File: src/rtl/pmc_pkg.sv
package pmc_pkg;
  typedef struct packed {
    logic smod;
    logic gf1;
    logic gf0;
    logic pd;
    logic idl;
  } pmc_reg_t;

  function automatic logic [7:0] pmc_pack(pmc_reg_t r);
    return {r.smod, 3'b000, r.gf1, r.gf0, r.pd, r.idl};
  endfunction

  // power-down wins over idle when both are written
  function automatic pmc_reg_t pmc_from_wr(logic [7:0] d);
    pmc_reg_t r;
    r.smod = d[7];
    r.gf1  = d[3];
    r.gf0  = d[2];
    r.pd   = d[1];
    r.idl  = d[0] & ~d[1];
    return r;
  endfunction
endpackage

File: src/rtl/pmc_rst_qual.sv
module pmc_rst_qual #(
  parameter int unsigned RST_CYCLES = 24
) (
  input  logic clk_i,
  input  logic rst_ni,
  input  logic hw_rst_i,
  input  logic pd_i,
  output logic int_rst_o
);
  localparam int unsigned CW = $clog2(RST_CYCLES + 1);
  localparam logic [CW-1:0] CMAX = CW'(RST_CYCLES);

  logic          rst_q;
  logic [CW-1:0] cnt_q;

  always_ff @(posedge clk_i or negedge rst_ni) begin
    if (!rst_ni) begin
      rst_q <= 1'b0;
      cnt_q <= '0;
    end else begin
      rst_q <= hw_rst_i;
      if (!rst_q)           cnt_q <= '0;
      else if (cnt_q != CMAX) cnt_q <= cnt_q + 1'b1;
    end
  end

  // count bypassed in power-down: the oscillator restarts from the pin
  assign int_rst_o = (cnt_q == CMAX) | (pd_i & rst_q);

  p_qual_hist_r8: assert property (@(posedge clk_i) disable iff (!rst_ni)
    (cnt_q == CMAX) |-> $past(rst_q));
endmodule

File: src/rtl/pmc_ctrl_reg.sv
module pmc_ctrl_reg
  import pmc_pkg::*;
#(
  parameter logic [7:0] SFR_ADDR = 8'h87
) (
  input  logic       clk_i,
  input  logic       rst_ni,
  input  logic       int_rst_i,
  input  logic [7:0] sfr_addr_i,
  input  logic       sfr_wr_i,
  input  logic [7:0] sfr_wdata_i,
  input  logic       irq_pend_i,
  output pmc_reg_t   reg_o,
  output logic [7:0] rdata_o
);
  pmc_reg_t reg_q;
  logic     hit, wr_ok;

  assign hit   = (sfr_addr_i == SFR_ADDR);
  assign wr_ok = sfr_wr_i & hit & ~reg_q.idl & ~reg_q.pd;

  always_ff @(posedge clk_i or negedge rst_ni) begin
    if (!rst_ni)               reg_q <= '0;
    else if (int_rst_i)        reg_q <= '0;
    else if (wr_ok)            reg_q <= pmc_from_wr(sfr_wdata_i);
    else if (reg_q.idl && irq_pend_i) reg_q.idl <= 1'b0;
  end

  assign reg_o   = reg_q;
  assign rdata_o = hit ? pmc_pack(reg_q) : 8'h00;

  p_both_pd_r4: assert property (@(posedge clk_i) disable iff (!rst_ni)
    (wr_ok && sfr_wdata_i[1:0] == 2'b11 && !int_rst_i) |=> (reg_q.pd && !reg_q.idl));
  p_irq_exit_r6: assert property (@(posedge clk_i) disable iff (!rst_ni)
    (reg_q.idl && irq_pend_i && !int_rst_i) |=> !reg_q.idl);
  p_flags_kept_r6: assert property (@(posedge clk_i) disable iff (!rst_ni)
    (!wr_ok && !int_rst_i) |=> $stable({reg_q.smod, reg_q.gf1, reg_q.gf0}));
  p_pd_sticky_r7: assert property (@(posedge clk_i) disable iff (!rst_ni)
    (reg_q.pd && !int_rst_i) |=> reg_q.pd);
  p_one_mode_r4: assert property (@(posedge clk_i) disable iff (!rst_ni)
    $onehot0({reg_q.pd, reg_q.idl}));
endmodule

File: src/rtl/pmc_clk_gate.sv
module pmc_clk_gate (
  input  logic idl_i,
  input  logic pd_i,
  input  logic hw_rst_i,
  output logic cpu_clk_en_o,
  output logic per_clk_en_o,
  output logic osc_run_o,
  output logic park_o,
  output logic park_level_o
);
  assign cpu_clk_en_o = ~idl_i & ~pd_i;
  assign per_clk_en_o = ~pd_i;
  assign osc_run_o    = ~pd_i | hw_rst_i;
  assign park_o       = idl_i | pd_i;
  assign park_level_o = idl_i & ~pd_i;
endmodule

File: src/rtl/pwr_mode_ctrl.sv
module pwr_mode_ctrl
  import pmc_pkg::*;
#(
  parameter logic [7:0]  SFR_ADDR   = 8'h87,
  parameter int unsigned RST_CYCLES = 24
) (
  input  logic       clk_i,
  input  logic       rst_ni,
  input  logic       hw_rst_i,
  input  logic [7:0] sfr_addr_i,
  input  logic       sfr_wr_i,
  input  logic [7:0] sfr_wdata_i,
  output logic [7:0] sfr_rdata_o,
  input  logic       irq_pend_i,
  output logic       cpu_clk_en_o,
  output logic       per_clk_en_o,
  output logic       osc_run_o,
  output logic       park_o,
  output logic       park_level_o
);
  pmc_reg_t pmc;
  logic     int_rst;

  pmc_rst_qual #(.RST_CYCLES(RST_CYCLES)) u_qual (
    .clk_i, .rst_ni, .hw_rst_i, .pd_i(pmc.pd), .int_rst_o(int_rst)
  );

  pmc_ctrl_reg #(.SFR_ADDR(SFR_ADDR)) u_reg (
    .clk_i, .rst_ni, .int_rst_i(int_rst), .sfr_addr_i, .sfr_wr_i,
    .sfr_wdata_i, .irq_pend_i, .reg_o(pmc), .rdata_o(sfr_rdata_o)
  );

  pmc_clk_gate u_gate (
    .idl_i(pmc.idl), .pd_i(pmc.pd), .hw_rst_i, .cpu_clk_en_o,
    .per_clk_en_o, .osc_run_o, .park_o, .park_level_o
  );

  p_idle_clk_r3: assert property (@(posedge clk_i) disable iff (!rst_ni)
    (sfr_wr_i && sfr_addr_i == SFR_ADDR && sfr_wdata_i[1:0] == 2'b01
     && cpu_clk_en_o && !int_rst) |=> (!cpu_clk_en_o && per_clk_en_o));
endmodule

File: config.mk
export PLATFORM = sky130hd
export DESIGN_NAME = pwr_mode_ctrl
export DESIGN_NICKNAME = d
export VERILOG_FILES = /design/src/rtl/pmc_pkg.sv /design/src/rtl/pmc_rst_qual.sv /design/src/rtl/pmc_ctrl_reg.sv /design/src/rtl/pmc_clk_gate.sv /design/src/rtl/pwr_mode_ctrl.sv
export SDC_FILE = /design/constraint.sdc
export NUM_CORES = 1
export LEC_CHECK = 0
export ABC_AREA = 1
export BUFFER_PORTS_ARGS = -buffer_cell sky130_fd_sc_hd__buf_2
export CAP_MARGIN = 0
export CORE_UTILIZATION = 40
export DETAILED_ROUTE_END_ITERATION = 10
export GPL_TIMING_DRIVEN = 0
export PLACE_DENSITY_LB_ADDON = 0.08
export SYNTH_ARGS = -nofsm -noshare
export SYNTH_HDL_FRONTEND = slang
export SYNTH_SLANG_ARGS = --single-unit
File: constraint.sdc
create_clock -name clk_i -period 1.23 [get_ports clk_i]
set_input_delay 0.246 -clock clk_i [delete_from_list [all_inputs] [get_ports clk_i]]
set_output_delay 0.246 -clock clk_i [all_outputs]
set_load 0.03 [all_outputs]
Word-level counts from Yosys, hierarchy flattened

Cells that the tools add are included.

Bitwise logic cells: 13
Add/sub/neg operators: 1
Muxes and demuxes: 7
Equal/unequal tests: 4
Reductions and logical operators: 3

Operators by type and width:

| operator                                      | number |
|---|---|
| 2-to-1 mux 5 bit                              | 3 |
| equality test 8 bit (second input constant)   | 1 |
| 2-to-1 mux 8 bit                              | 1 |
| AND 1 bit                                     | 7 |
| adder 5 x 1 -> 5 bit (second input constant)  | 1 |
| equality test 5 bit (second input constant)   | 1 |
| inequality test 5 bit (second input constant) | 1 |
| 2-to-1 mux 4 bit                              | 1 |
| NOT 1 bit                                     | 3 |
| bitwise OR 1 bit                              | 3 |
| nonzero test 3 bit                            | 1 |
| 2-to-1 mux 1 bit                              | 2 |
| inequality test 2 bit (second input constant) | 1 |
| nonzero test 2 bit                            | 1 |
| logical AND 1 bit                             | 1 |

Word-level logic and storage cells: 35
Output and inout port bits: 13
Flip-flop bits (word level): 11

Longest topological paths before layout

Gate-level depths: netlist of the first run.

Word-level depth: 6
Mapped depth: 8
Depth with buffers taken out: 8

Cells and area by module

Synthesis of the first run repeated with hierarchy kept, for this count alone.

Cell total of the unflattened synthesis: 100
Area total of the unflattened synthesis: 709.4 um^2

By module, submodules not included:

| module       | sequential area each (um^2) | instances | cells an instance | area an instance (um^2) |
|---|---|---|---|---|
| pmc_ctrl_reg | 125.1                       | 1         | 52                | 347.8 |
| pmc_rst_qual | 150.1                       | 1         | 41                | 332.8 |
| pmc_clk_gate | 0.0                         | 1         | 7                 | 28.8 |

Least setup slack after synthesis of the first run

Ideal clock, no wire load.

Kind: input to output
Start point: input sfr_addr_i[3]
End point: output sfr_rdata_o[0]
Slack: -0.014 ns
Arrival time: 0.998 ns
Stages on the path: 5
Cells stage by stage: inv_1 > nand2_1 > nor2_2 > nand2_2 > nor2_1

Word-level cells in the longest chain between the ends: 2

Ends and longest elaborated chain:

| element             | RTL line            | source |
|---|---|---|
| start, declared     | pwr_mode_ctrl.sv:10 | `input logic [7:0] sfr_addr_i,` |
| equality test 8 bit | pmc_ctrl_reg.sv:19  | `assign hit = (sfr_addr_i == SFR_ADDR);` |
| 2-to-1 mux 8 bit    | pmc_ctrl_reg.sv:30  | `assign rdata_o = hit ? pmc_pack(reg_q) : 8'h00;` |
| end, declared       | pwr_mode_ctrl.sv:13 | `output logic [7:0] sfr_rdata_o,` |

Every way passes these cells.

Worst setup path after layout of the first run

Start point: register u_reg.reg_q, in the netlist u_reg.reg_o[1]
End point: output park_level_o

Word-level cells in the longest chain between the ends: 2

Ends and longest elaborated chain:

| element                | RTL line            | source |
|---|---|---|
| start, declared        | pmc_ctrl_reg.sv:16  | `pmc_reg_t reg_q;` |
| start signal, assigned | pmc_ctrl_reg.sv:25  | `else if (wr_ok) reg_q <= pmc_from_wr(sfr_wdata_i);` |
| NOT 1 bit              | pmc_clk_gate.sv:15  | `assign park_level_o = idl_i & ~pd_i;` |
| AND 1 bit              | pmc_clk_gate.sv:15  |  |
| end, declared          | pwr_mode_ctrl.sv:19 | `output logic park_level_o` |

Every way passes these cells.

==> results.cfg, run 1 <==
[outcome]
outcome = finished with violations
violated_checks = setup timing

[worst_setup_path]
setup.reg_to_reg.worst_slack_ns = -0.08
cp_data_arrival_time_ns = 1.08
critical_path_required_ns = 0.98
setup.worst_path.end_class = primary output
setup.worst_path.start_class = flip-flop
criticalPathCategory = flip-flop to primary output
worst-path-max-fanout = 3

[finish]
final_core_utilization_pct = 77.86
final_nets = 168
num-fill-cells = 111
proportion_of_layout_cells_with_a_drive_suffix_above_1_pct = 60.42
multi_input_area_um2 = 490.5
stdcell_count = 160
syn_to_final_growth_pct = 72.71
layout.area.seq_um2 = 275.3
antenna_fix_cells = 0

[job]
maxCapViolations = 0

[power_and_ir_drop]
total_leakage_power_uw = 0.0006399
seq_power_share_pct = 31.8
pwr-share-comb_pct = 48.3
power.ir.vdd_worst_uv = 661.7
p_sw_uw = 526.6
p_int_uw = 761.2
power.switching_fraction_pct = 40.89
clock_power_share_pct = 19.9
power-per-cell-area_nw_per_um2 = 1049

[yosys]
post_synth_xor_area_fraction_pct = 0
synth_cell_area_um2 = 710.7
netlist.area_leader.share_pct = 38.73
post_synth_mux_area_share_pct = 0
synth_adder_area_share_pct = 3.521
yosys_synthesis_warning_count = 0
synth.distinct_cells = 21
synth.most_common_cell = nand2_1
synth_enable_flop_cells = 0
synth-async-reset-ratio_pct = 100.0
post_synthesis_simple_gate_area_fraction_pct = 39.26
ranking_of_synthesized_cells_by_area = dfrtp_1 39%, nand2_1 8.5%, nor2_1 7.9%, nand3_1 7.7%, inv_1 7.4%
synth.largest_area_cell = dfrtp_1
syn_avg_cell_area_um2 = 7.481
synth_top_family_by_area = simple AND/OR/NAND/NOR gates
synth_seq_cells = 11
dominantRegCellSynth = dfrtp_1
fraction_of_the_mapped_netlist_area_in_compound_gates_pct = 5.282
synth.yosys.seq_area_share_pct = 38.73
synthTopCellsByCount = 16 x nand2_1, 15 x nor2_1, 14 x inv_1, 11 x dfrtp_1, 11 x nand3_1
synth_cells = 95

[global_route]
global_route_wire_length_before_repair_um = 3111
first_global_vias = 745
grt_start_max_net_pins = 12
initial_antenna_violation_count = 0
grt.total_usage_pct = 22.46
grt_overflow_total = 0

[timing]
finalHoldViolCount = 0
fin_crit_ns = 1.327
post-route-period-util_pct = 107.9
setup_viol = 10
fmax_ghz = 0.7537
slew_viols_final = 0
clock-skew-final_ns = 0.003372
fin_ws_ns = -0.09681
setup_repair_after_global_routing_missed_its_margin = true
holdWs_ns = 0.08788

[floorplan]
starting_density_of_the_core_pct = 45.08
dieWidth_um = 44.15
placeableCoreArea_um2 = 1577
dieHeight_um = 44.15
fp.dieArea_um2 = 1949
num_rows = 14
io_pins = 34

[worst_hold_path]
timing.hold.worst.class = primary input to flip-flop

[routing]
vias = 779
dr.first_iter.drc_count = 4
detail_route.drc_violations = 0
detail_route.first_pass.iterations = 3
postRouteAntennaNets = 0
post_drt_wl_per_cell_um = 13.20
detail_route.wirelength_um = 2112
route.detailed.vias_per_inst = 4.869

[clock_tree]
clkLatencyLatePin_ns = 0.28
cts_buffers = 3
clk_transition_reported_paths_ns = 0.07
tritoncts_clock_tree = done
number_of_levels_the_h_tree_was_split_into = 1
clock_tree.buffer_depth = 2
clock_tree.root_cell = clkbuf_4
tritoncts_sink_count = 11

[place]
numPlacedInstances = 140
place_congestion = 0.7589
place_hpwl_um = 1171
port_buffers = 27
## power by group through the flow
stage	logic [uW]	clock network [uW]	registers, uW
after floorplan	296	0	418
after global placement	394	0	425
after detailed placement	404	0	424
after CTS	573	262	407
after global routing	668	279	412
final	622	256	409
## sequential cells by signal, summed over array words and instances (netlist names)
name and count:
u_qual.cnt_q 5, u_reg.reg_o 5, u_qual.rst_q 1
## timing repair
| action | CTS | global route |
|---|---|---|
| hold buffers | 1 | 0 |
| endpoints found under the setup margin | 17 | 18 |
| resized for setup | 35 | 25 |
| setup buffers | 9 | 5 |
| pin swaps | 11 | 17 |
| gates cloned | 1 | 0 |
| endpoints found under the hold margin | 11 | 0 |
## worst max-delay path: stages, from the launching register on
cell,delay [ns]
dfrtp_1,0.39
buf_4,0.16
nor2_4,0.11
buf_6,0.14
## per-stage QoR
step	setup slack, ns	total power, uW	TNS, ns	cell area [um^2]
after floorplan	-0.01399	713.4	-0.06997	718.2
after global placement	-0.07108	818.9	-0.5818	873.3
after detailed placement	-0.08910	827.8	-0.7421	873.3
after CTS	-0.08443	1242	-0.3235	1094
after global routing	-0.1719	1359	-1.429	1227
final	-0.09681	1288	-0.5634	1227
## logic make-up after synthesis
kind of cell | count (synthesis)
buffers and inverters | 21
adders and majority gates | 2
DFF | 11
AOI/OAI and AO/OA | 6
other | 1
and+or+nand+nor | 54
## area by class of cell
type	instances	share of cell area, %
multi-input combinational	66	39.96
clock buffer	4	2.141
inverter	18	5.708
buffer	3	1.835
sequential	11	22.43
timing repair buffer	42	26.30
tap	16	1.631
## cells in the final DEF, fill, tap and decap left out, drive strengths merged
cell / Yosys / layout
conb: 1 / 3
o211a: 1 / 1
nor2: 20 / 21
dfrtp: 11 / 11
buf: 3 / 44
nor3: 2 / 2
nand3: 12 / 12
nand2: 19 / 19
o21bai: 1 / 1
clkbuf: 0 / 4
or2: 1 / 1
o21ai: 3 / 3
inv: 18 / 18
a21oi: 1 / 1
ha: 2 / 2
dlygate4sd3: 0 / 1
## layer usage
metal,global-route usage [%],routed length (um),vias up
met5,0,0,-
met4,9.091,44,0
met3,9.388,76,6
met2,39.12,1224,17
met1,23.83,766,374
li1,-,-,382
## path summary, 6_finish.rpt
path	start	end	cells past startpoint
min reg2reg	u_reg.reg_o[3]	u_reg.reg_o[3]	2
max reg2reg	u_qual.cnt_q[0]	u_reg.reg_o[0]	8
min in group asynchronous	rst_ni	u_qual.cnt_q[2]	2
min	hw_rst_i	u_qual.rst_q	1
max in group asynchronous	rst_ni	u_reg.reg_o[3]	2
max	u_reg.reg_o[1]	park_level_o	3
No activity file was read; power rests on OpenSTA's default activity.
==> run 2: changes to the inputs <==
ABC_AREA = not set   (was 1)
CORE_UTILIZATION = 39   (was 40)
CTS_CLUSTER_SIZE = 16   (was not set)
==> run 2 against run 1 <==
The flow still finishes with violations (setup timing). Design area shrank 13%. Synthesized cell count is 34% lower. Sequential share of layout area increased by 3.5 points. Utilization decreased by 7.9 points. Critical path depth is 2 higher. Routed wire length shrank 29%. Sequential power grew 9.3%. Clock skew decreased by 0.0030 ns. Flip-flop and latch count stayed put. Clock power is 5% lower. Global-route usage down 3.5 points. Combinational power fell by 65%. Critical path type is now primary input to primary output. Largest power group is now registers.
==> results.cfg, run 2 <==
[worst_setup_path]
crit_start = sfr_addr_i[6]
worst-path-max-fanout = 4
crit_path_end = sfr_rdata_o[3]
critical_path_required_ns = 0.98
setup.worst_path.start_class = primary input
depth_of_the_worst_register_to_register_path = 4
rr_endpoint = u_reg.reg_o[2]
setup.reg_to_reg.worst_slack_ns = -0.17
setup.worst_path.end_class = primary output
cp_data_arrival_time_ns = 1.34
criticalPathCategory = primary input to primary output
reg_to_reg_critical_path_startpoint = u_reg.reg_o[1]

[finish]
proportion_of_layout_cells_with_a_drive_suffix_above_1_pct = 59.43
antenna_fix_cells = 0
final_nets = 130
num-fill-cells = 132
stdcell_count = 122
syn_to_final_growth_pct = 64.16
layout.cells.most_common = buf_2
layout_common_cells = 16 x buf_2, 12 x buf_6, 11 x buf_4, 10 x dfrtp_1, 8 x nand3_1

[timing]
holdWs_ns = 0.1008
fmax_ghz = 0.6317
totalNegativeSetupSlack_ns = -2.873
fin_crit_ns = 1.583
post-route-period-util_pct = 128.7
setup_viol = 16
slew_viols_final = 0
setup_repair_after_global_routing_missed_its_margin = true
clock-skew-final_ns = 0.0003611
finalHoldViolCount = 0
fin_ws_ns = -0.3530

[floorplan]
num_rows = 14
fp.dieArea_um2 = 1832
placeableCoreArea_um2 = 1524
dieWidth_um = 42.81
dieHeight_um = 42.81
starting_density_of_the_core_pct = 42.61
io_pins = 34

[worst_hold_path]
timing.hold.worst.class = primary input to flip-flop
min_delay_src = hw_rst_i

[clock_tree]
tritoncts_clock_tree = done
tritoncts_sink_count = 11
clock_tree.buffer_depth = 2
cts_buffers = 3
clk_transition_reported_paths_ns = 0.07
clock_tree.root_cell = clkbuf_4
clkLatencyLatePin_ns = 0.26
number_of_levels_the_h_tree_was_split_into = 1

[yosys]
synth_cell_area_um2 = 649.4
synth.largest_area_cell = dfrtp_1
synth_cells = 63
syn_avg_cell_area_um2 = 10.31
ranking_of_synthesized_cells_by_area = dfrtp_1 42%, and2_1 6.7%, mux2i_1 6.2%, nand3_1 6.2%, xnor2_1 4.0%
netlist.area_leader.share_pct = 42.39
synth_enable_flop_cells = 0
synth_seq_cells = 11
synth.yosys.seq_area_share_pct = 42.39
dominantRegCellSynth = dfrtp_1
synthTopCellsByCount = 11 x dfrtp_1, 8 x nand3_1, 7 x and2_1, 5 x inv_1, 4 x mux2i_1
synth-async-reset-ratio_pct = 100.0
synth.distinct_cells = 24
synth.most_common_cell = dfrtp_1
yosys_synthesis_warning_count = 0

[routing]
detail_route.drc_violations = 0
post_drt_wl_per_cell_um = 12.25
vias = 604
top_layer_used = met4
detail_route.wirelength_um = 1495
dr.first_iter.drc_count = 13
routed-wl-met2_um = 750
route.detailed.vias_per_inst = 4.951
detail_route.first_pass.iterations = 2
dr_wl_met3_um = 85
m1WireLength_um = 652
postRouteAntennaNets = 0

[power_and_ir_drop]
total_leakage_power_uw = 0.0005554
power.ir.vdd_worst_uv = 633.2
design_power_total_uw = 906.9
power-per-cell-area_nw_per_um2 = 850.7

[outcome]
violated_checks = setup timing
outcome = finished with violations

[place]
place_congestion = 0.7248
numPlacedInstances = 108
port_buffers = 27
place_hpwl_um = 1022

[job]
maxCapViolations = 0

[global_route]
first_global_vias = 620
grt_overflow_total = 0
global_route_wire_length_before_repair_um = 2608
initial_antenna_violation_count = 0
grt_start_max_net_pins = 12
grt.total_usage_pct = 18.99
-- run 2: changes by cell type after synthesis, moves of 3 or more --
cell     previous run  this run
mux2i_1             0         4
xnor2_1             0         3
o21ai_0             3         0
nand2_1            16         1
nor2_1             15         1
nand3_1            11         8
inv_1              14         5
and2_1              0         7
nor2_4              3         0
inv_2               4         0
-- run 2: what timing repair did --
action,4_1_cts,5_1_grt
hold buffers,1,0
hold endpoints to repair,11,0
buffers inserted,9,0
resized for setup,31,3
pin swaps,11,2
endpoints found under the setup margin,17,17
-- run 2: report_power, final --
group	internal, uW	switching (uW)
logic	112	104
registers	413	34.2
clock network	125	118
-- run 2: kinds of logic (layout without fill, tap and decap cells) --
group	Yosys count	after routing	synth area share, %
compound gates	2	2	2.890
xor+xnor	4	4	5.396
fa+ha+maj	2	2	3.853
buf+inv	9	50	6.936
flops	11	11	42.39
mux	4	4	6.166
other cells	1	3	0.5775
simple gates	30	30	31.79
-- run 2: worst min path at each step --
| stage | endpoint | slack (ns) | cells after the start |
|---|---|---|---|
| after detailed placement | u_qual.cnt_q[3] | 0.14 | 1 |
| after global routing | u_qual.rst_q | 0.08 | 1 |
| final | u_qual.rst_q | 0.10 | 1 |
| after global placement | u_qual.cnt_q[1] | 0.13 | 1 |
| after floorplan | u_qual.cnt_q[0] | -0.05 | 0 |
| after CTS | u_qual.rst_q | 0.09 | 1 |
-- run 2: area by class of cell --
type	count	area, um^2	area share [%]
inverter	5	18.77	1.761
clock buffer	4	26.28	2.465
tap	16	20.02	1.878
sequential	11	276.5	25.94
timing repair buffer	37	285.3	26.76
buffer	4	36.28	3.404
multi-input combinational	45	402.9	37.79
-- run 2: critical path: stages --
cell and delay (ns):
buf_6 0.09, or4b_4 0.57, nor2_4 0.14, and2_4 0.16
buf_6 0.12
-- run 2: per-layer routing --
metal / vias up / track usage [%]
li1: 303 / -
met1: 275 / 22.85
met2: 24 / 33.03
met3: 2 / 3.404
met4: 0 / 7.500
met5: - / 0
-- run 2: through the flow --
| step | cell area, um^2 | util [%] | setup slack, ns |
|---|---|---|---|
| floorplan | 696.9 | - | -0.2717 |
| global placement | 852.1 | 55.91 | -0.5481 |
| detailed placement | 852.1 | 55.91 | -0.5638 |
| CTS | 1056 | 69.29 | -0.3561 |
| global route | 1066 | 69.95 | -0.3832 |
| finish | 1066 | 69.95 | -0.3530 |
==> run 3: changes to the inputs <==
ABC_AREA = 1   (was not set)
CORE_MARGIN = 8   (was not set)
CORE_UTILIZATION = 40   (was 39)
==> run 3 against run 2 <==
The run still ends with setup timing left. Design area is 8.8% higher. Via count increased by 20%. Utilization fell by 2.0 points. Routed wire length is 26% higher. Register-to-register slack improved by 0.13 ns. Die area rose by 85%. Worst setup slack better by 0.26 ns. Clock skew up 0.0016 ns. Total power is 35% higher. Cell count up 34%. Largest cell class unchanged. Largest power group is now combinational cells.
==> results.cfg, run 3 (synthesized netlist as in run 1, its figures left out) <==
[outcome]
outcome = finished with violations
violated_checks = setup timing

[finish]
layout_common_cells = 16 x buf_2, 13 x nand2_1, 12 x buf_4, 11 x nor2_1, 11 x dfrtp_1
layout.area.seq_um2 = 275.3
final_instance_area_um2 = 1160
final_nets = 162
antenna_fix_cells = 0
stdcell_count = 163
proportion_of_layout_cells_with_a_drive_suffix_above_1_pct = 55.07
layout.cells.most_common = buf_2
syn_to_final_growth_pct = 63.20
num-fill-cells = 152
multi_input_area_um2 = 466.7

[global_route]
global_route_wire_length_before_repair_um = 3132
first_global_vias = 727
use_met2_pct = 22.45
grt_overflow_total = 0
grt.total_usage_pct = 12.03
grt_start_max_net_pins = 12
global_route.peak_usage_layer = met2
grt_util_met1_pct = 12.07
initial_antenna_violation_count = 0
gr-usage-met3_pct = 4.636

[routing]
post_drt_wl_per_cell_um = 11.60
dr.first_iter.drc_count = 11
detail_route.drc_violations = 0
detail_route.first_pass.iterations = 4
postRouteAntennaNets = 0
detail_route.wirelength_um = 1891
vias = 727
route.detailed.vias_per_inst = 4.460

[clock_tree]
cts_buffers = 3
tritoncts_clock_tree = done
clkLatencyLatePin_ns = 0.27
clock_tree.buffer_depth = 2
clock_tree.root_cell = clkbuf_4
tritoncts_sink_count = 11
number_of_levels_the_h_tree_was_split_into = 1
clk_transition_reported_paths_ns = 0.07

[place]
place_hpwl_um = 1311
port_buffers = 27
placedInstanceArea_um2 = 884.6
post-place-ws_ns = -0.07746
place_congestion = 0.7539
numPlacedInstances = 149

[power_and_ir_drop]
power-per-cell-area_nw_per_um2 = 1055
total_leakage_power_uw = 0.0006061
power.ir.vdd_worst_uv = 637.4

[worst_hold_path]
timing.hold.worst.class = primary input to flip-flop

[timing]
fin_ws_ns = -0.09618
setup_viol = 6
fmax_ghz = 0.7540
setup_repair_after_global_routing_missed_its_margin = true
finalHoldViolCount = 0
clock-skew-final_ns = 0.001927
post-route-period-util_pct = 107.8
slew_viols_final = 0
fin_crit_ns = 1.326
totalNegativeSetupSlack_ns = -0.2514

[worst_setup_path]
crit_slowest_cell = dfrtp_1
cell_by_cell_listing_of_the_critical_path = inv_2 -> or2_4 -> buf_6
criticalPathCategory = flip-flop to primary output
worst-path-max-fanout = 4
cp_data_arrival_time_ns = 1.08
timing.critical_path.max_delay_family = flip-flops
cpPeakStageDelay_ns = 0.38
critical_path_required_ns = 0.98
setup.worst_path.end_class = primary output
setup.worst_path.start_class = flip-flop
crit_buf_inv = 2

[floorplan]
io_pins = 34
fp.dieArea_um2 = 3381
num_rows = 15
dieWidth_um = 58.15
placeableCoreArea_um2 = 1708
dieHeight_um = 58.15
starting_density_of_the_core_pct = 41.61

[job]
maxCapViolations = 0
-- run 3: changes by cell type in the layout (fill, tap and decap cells not counted), moves of 3 or more --
cell,previous run,this run
nand3_2,0,7
nor2_4,1,10
nand2_1,1,13
nand2_4,0,3
nand3_1,8,5
mux2i_1,4,0
inv_1,1,9
nand2_2,0,3
and2_4,5,0
inv_2,4,9
nor2_1,0,11
-- run 3: power by group --
group | switching, uW | internal [uW] | total, uW | leakage (uW)
registers | 23.8 | 387 | 411 | 0.000147
clock network | 125 | 125 | 250 | 0.0000150
logic | 343 | 220 | 563 | 0.000444
-- run 3: path summary, 6_finish.rpt --
kind,endpoint,cells past startpoint,slack [ns],start
min reg2reg,u_reg.reg_o[2],2,0.54,u_reg.reg_o[2]
min,u_qual.rst_q,1,0.1,hw_rst_i
max,osc_run_o,3,-0.1,u_reg.reg_o[1]
max reg2reg,u_reg.reg_o[1],9,-0.04,u_qual.cnt_q[1]
min in group asynchronous,u_reg.reg_o[0],2,0.38,rst_ni
max in group asynchronous,u_reg.reg_o[3],2,0.64,rst_ni
-- run 3: metal layers --
metal | vias up | routed length [um] | share of wire, %
met3 | 0 | 106 | 5.6
met1 | 340 | 734 | 39
li1 | 370 | - | -
met2 | 17 | 1050 | 56
met5 | - | 0 | 0
met4 | 0 | 0 | 0
-- run 3: metrics by stage --
stage	power, uW	util [%]	hold slack (ns)
after global routing	1305	67.91	0.07886
after CTS	1210	60.73	0.08921
after detailed placement	829.7	51.79	0.1324
after global placement	824.8	51.79	0.1353
final	1224	67.91	0.09508
after floorplan	713.4	-	-0.04959
-- run 3: cell type report --
type,instances,share of cell area (%)
Multi-Input combinational cell,66,40.24
Sequential cell,11,23.73
Timing Repair Buffer,36,23.30
Inverter,18,5.825
Tap cell,25,2.697
Clock buffer,4,2.265
Buffer,3,1.942
-- run 3: what timing repair did --
item                                    in CTS  in global routing
resized for setup                           23                 28
endpoints found under the hold margin       11                  0
buffers inserted                             4                  4
endpoints found under the setup margin      16                 17
hold buffers                                 1                  0
gates cloned                                 1                  0
pin swaps                                    6                 13
-- run 3: worst register-to-register path: cells and delay by family (launching register included) --
family        cells  cell delay [ns]
simple gates      6             0.44
buf+inv           2             0.20
fa+ha+maj         1             0.16
flops             1             0.38
